==> config.mk <==
export PLATFORM = sky130hd
export DESIGN_NAME = mash_cancel
export DESIGN_NICKNAME = d
export VERILOG_FILES = /design/src/rtl/mash_pkg.sv /design/src/rtl/mash_phase_gen.sv /design/src/rtl/mash_bit_delay.sv /design/src/rtl/mash_combine.sv /design/src/rtl/mash_cancel.sv
export SDC_FILE = /design/constraint.sdc
export NUM_CORES = 1
export LEC_CHECK = 0
export BUFFER_PORTS_ARGS = -buffer_cell sky130_fd_sc_hd__buf_2
export CORE_AREA = 2 2 39 41
export CTS_CLUSTER_SIZE = 24
export DETAILED_ROUTE_END_ITERATION = 12
export DIE_AREA = 0 0 41 43
export HOLD_SLACK_MARGIN = 0.06
export PLACE_DENSITY = 0.48
export SYNTH_ARGS = -nofsm -noshare
export SYNTH_HDL_FRONTEND = slang
export SYNTH_SLANG_ARGS = --single-unit
==> constraint.sdc <==
create_clock -name clk -period 2.8 [get_ports clk]
set_clock_uncertainty 0.1 [all_clocks]
set_input_delay 0.14 -clock clk [delete_from_list [all_inputs] [get_ports clk]]
set_output_delay 0.14 -clock clk [all_outputs]
set_load 0.005 [all_outputs]
==> src/rtl/mash_pkg.sv <==
package mash_pkg;
  localparam int unsigned RES_W = 3;

  typedef enum logic {PH_ONE = 1'b0, PH_TWO = 1'b1} phase_e;

  // bit 1 -> +1, bit 0 -> -1
  function automatic logic signed [RES_W-1:0] lvl(input logic b);
    return b ? RES_W'(1) : -RES_W'(1);
  endfunction
endpackage

==> src/rtl/mash_phase_gen.sv <==
module mash_phase_gen
  import mash_pkg::*;
(
  input  logic   clk,
  input  logic   rst_n,
  input  logic   beat,
  output phase_e phase,
  output logic   beat_one,
  output logic   beat_two
);
  phase_e ph_q;

  always_ff @(posedge clk) begin
    if (!rst_n)    ph_q <= PH_ONE;
    else if (beat) ph_q <= (ph_q == PH_ONE) ? PH_TWO : PH_ONE;
  end

  assign phase    = ph_q;
  assign beat_one = beat && (ph_q == PH_ONE);
  assign beat_two = beat && (ph_q == PH_TWO);
endmodule

==> src/rtl/mash_bit_delay.sv <==
module mash_bit_delay #(
  parameter int unsigned DEPTH   = 1,
  parameter logic        RST_VAL = 1'b0
) (
  input  logic clk,
  input  logic rst_n,
  input  logic en,
  input  logic d,
  output logic q
);
  logic [DEPTH-1:0] chain;

  generate
    for (genvar i = 0; i < DEPTH; i++) begin : g_stage
      if (i == 0) begin : g_head
        always_ff @(posedge clk) begin
          if (!rst_n)   chain[0] <= RST_VAL;
          else if (en)  chain[0] <= d;
        end
      end else begin : g_tail
        always_ff @(posedge clk) begin
          if (!rst_n)   chain[i] <= RST_VAL;
          else if (en)  chain[i] <= chain[i-1];
        end
      end
    end
  endgenerate

  assign q = chain[DEPTH-1];
endmodule

==> src/rtl/mash_combine.sv <==
module mash_combine
  import mash_pkg::*;
#(
  parameter int unsigned W = RES_W
) (
  input  logic                clk,
  input  logic                rst_n,
  input  logic                fire,
  input  logic                y1_aligned,
  input  logic                y2_now,
  input  logic                y2_prev,
  output logic                res_valid,
  output logic signed [W-1:0] res_data
);
  logic signed [W-1:0] sum;

  always_comb begin
    sum = W'(lvl(y1_aligned)) - W'(lvl(y2_now)) + W'(lvl(y2_prev));
  end

  always_ff @(posedge clk) begin
    if (!rst_n) begin
      res_valid <= 1'b0;
      res_data  <= '0;
    end else begin
      res_valid <= fire;
      if (fire) res_data <= sum;
    end
  end
endmodule

==> src/rtl/mash_cancel.sv <==
module mash_cancel
  import mash_pkg::*;
#(
  parameter int unsigned HALF_DEPTH = 1,
  parameter int unsigned FULL_DEPTH = 1
) (
  input  logic             clk,
  input  logic             rst_n,
  input  logic             in_valid,
  input  logic             s1_bit,
  input  logic             s2_bit,
  output logic             res_valid,
  output logic [RES_W-1:0] res_data
);
  phase_e phase;
  logic   beat_one, beat_two;
  logic   y1_half, y2_full;
  logic signed [RES_W-1:0] res_s;

  mash_phase_gen u_phase (
    .clk(clk), .rst_n(rst_n), .beat(in_valid),
    .phase(phase), .beat_one(beat_one), .beat_two(beat_two)
  );

  // half-sample: held from the phase-1 beat to the phase-2 beat
  mash_bit_delay #(.DEPTH(HALF_DEPTH), .RST_VAL(1'b0)) u_half (
    .clk(clk), .rst_n(rst_n), .en(beat_one), .d(s1_bit), .q(y1_half)
  );

  // full-sample: advanced once per sample, on phase 2
  mash_bit_delay #(.DEPTH(FULL_DEPTH), .RST_VAL(1'b0)) u_full (
    .clk(clk), .rst_n(rst_n), .en(beat_two), .d(s2_bit), .q(y2_full)
  );

  mash_combine #(.W(RES_W)) u_comb (
    .clk(clk), .rst_n(rst_n), .fire(beat_two),
    .y1_aligned(y1_half), .y2_now(s2_bit), .y2_prev(y2_full),
    .res_valid(res_valid), .res_data(res_s)
  );

  assign res_data = res_s;
endmodule

==> flow_summary.ini <==
[final_layout]
fin_nets = 51
fin_area_sq_um = 396.6
final_cells = 59
drive_above_1_share_pct = 32.56
final_common_cell = buf_2
syn_to_final_growth_pct = 29.92
mostFrequentLayoutCells = buf_2, dfxtp_1, nand2_1
final_util_pct = 28.66
diodes = 0

[sta]
final-setup-viol-count = 0
finalHoldViolCount = 0
fin_crit_sh_pct = 42.48
fin_setup_tns_ns = 0
fmaxAchievable_mhz = 840.7
max-slew-margin-rel_pct = 85.05
tightest_slew_ns = 0.2239
grt_setup_unrepaired = false
period_needed_ns = 1.189
final_max_slew_viol_count = 0

[grt]
grt_usage_pct = 7.794
grt_pass1_vias = 212
overflow = 0
grt_max_degree = 12
antenna_found_initial = 0
grt_pass1_wl_um = 883

[die]
dieArea_sq_um = 1763
fp.dieW_um = 41
io_pins = 9
start_util_pct = 22.06
core-area_sq_um = 1384
die_h_um = 43
rows = 14

[routing]
drc = 0
vias = 236
wirelength_um = 500
wl_per_cell_um = 8.475
first_pass_iters = 2
drtIter0Drc = 2
antenna_left = 0
vias_per_cell = 4.000

[worst_hold_path]
worstHoldPathType = input port to flop

[logic_synthesis]
netlist_area_sq_um = 305.3
ys_ff_latch = 7
yosysWarnings = 0
synth_seq_area_share_pct = 45.90
synth_area_per_cell_sq_um = 9.848
synth_cells = 31
yosysUniqueCellTypes = 13
synth_nets = 38

[worst_setup_path]
crit_path_end_kind = flop
worst-path-max-fanout = 3
startpoint_type = flop
cp.arrival_ns = 1.22
cp.required_ns = 2.83
criticalPathCategory = flop to flop

[clocking]
cts_buffers = 3
cts_tree = yes
clkLatencyLatePin_ns = 0.24
clock-sinks = 7
h-tree-depth = 1
ctsResizeCount = 0
clock_path_buffers = 2
clkTransAtPathRegs_ns = 0.05
clockRootBuffer = clkbuf_4

[placement]
placed_area_sq_um = 360.3
dp_hpwl_um = 399.8
gp_congestion = 0.6950
placed_cells = 54
io_buffers = 8

[power_and_ir_drop]
leakagePower_nw = 0.1740
power_mw = 0.2206
irDropWorstVdd_mv = 0.1989
p_per_area_nw_per_um2 = 556.2

[run_status]
status = finished, final reports clean

[flow_run]
max_cap_viol_count = 0
## flip-flops by register name (all words and copies together), names as in the netlist
name	count
u_half.q	1
u_phase.phase	1
u_comb.res_valid	1
u_comb.res_data	3
u_full.q	1
## path summary, 6_finish.rpt
path	start	endpoint	slack (ns)	cells past startpoint
min reg2reg	u_comb.res_data[1]	u_comb.res_data[1]	0.35	2
max reg2reg	u_full.q	u_comb.res_data[2]	1.61	4
max	u_full.q	u_comb.res_data[2]	1.61	4
min	s2_bit	u_full.q	0.09	3
## synthesized netlist by cell type
library cell  count  area [sq um]
inv_1             3         11.26
nor2b_2           1         8.760
dfxtp_1           7         140.1
and2_4            1         8.760
and3_2            1         7.510
nand4_1           3         18.77
o21a_1            2         15.01
nor2b_1           1         6.260
fa_1              2         40.04
buf_2             1         5.000
o21ai_1           3         15.01
mux2i_1           1         10.01
nand2_1           5         18.77
## report_power, final
part / switching, mW / internal, mW
combinational: 0.0109 / 0.0114
clock: 0.0346 / 0.0542
sequential: 0.00425 / 0.105
total: 0.0498 / 0.171
## cell type report
| type | instances | area [sq um] |
|---|---|---|
| Fill cell | 155 | 987.2 |
| Multi-Input combinational cell | 20 | 148.9 |
| Sequential cell | 7 | 140.1 |
| Timing Repair Buffer | 9 | 50.05 |
| Clock buffer | 4 | 26.28 |
| Tap cell | 16 | 20.02 |
| Inverter | 3 | 11.26 |
## repair_timing
action	in CTS	in global routing
hold buffers	1	0
setup endpoints to repair	0	0
hold endpoints to repair	1	0
setup buffers	0	0
## cell families (layout without fill, tap and decap cells)
| group | after synthesis | count (layout) | share of synthesized area [%] |
|---|---|---|---|
| simple gates | 12 | 12 | 22.55 |
| flops | 7 | 7 | 45.90 |
| compound gates | 5 | 5 | 9.833 |
| buf+inv | 4 | 16 | 5.326 |
| fa+ha+maj | 2 | 2 | 13.12 |
| mux | 1 | 1 | 3.279 |
## metal layers
layer / vias to the layer above / share of wire (%) / track usage (%)
met3: 0 / 5.6 / 4.712
met4: 0 / 0 / 4.000
met1: 110 / 47 / 9.571
met2: 3 / 47 / 10.31
met5: - / 0 / 0
li1: 123 / - / -
## per-stage QoR
step	setup WS, ns	hold WS (ns)
5_1_grt	1.524	0.08819
2_1_floorplan	1.680	0.1821
3_5_place_dp	1.601	0.3079
6_report	1.611	0.08656
3_3_place_gp	1.612	0.3030
4_1_cts	1.594	0.08033
## critical path, cell delays in order, from the launching register on
cell and delay, ns:
dfxtp_1 0.37, inv_1 0.07, fa_1 0.39, nand4_1 0.08, o21ai_1 0.07
(Power assumes the default switching activity.)
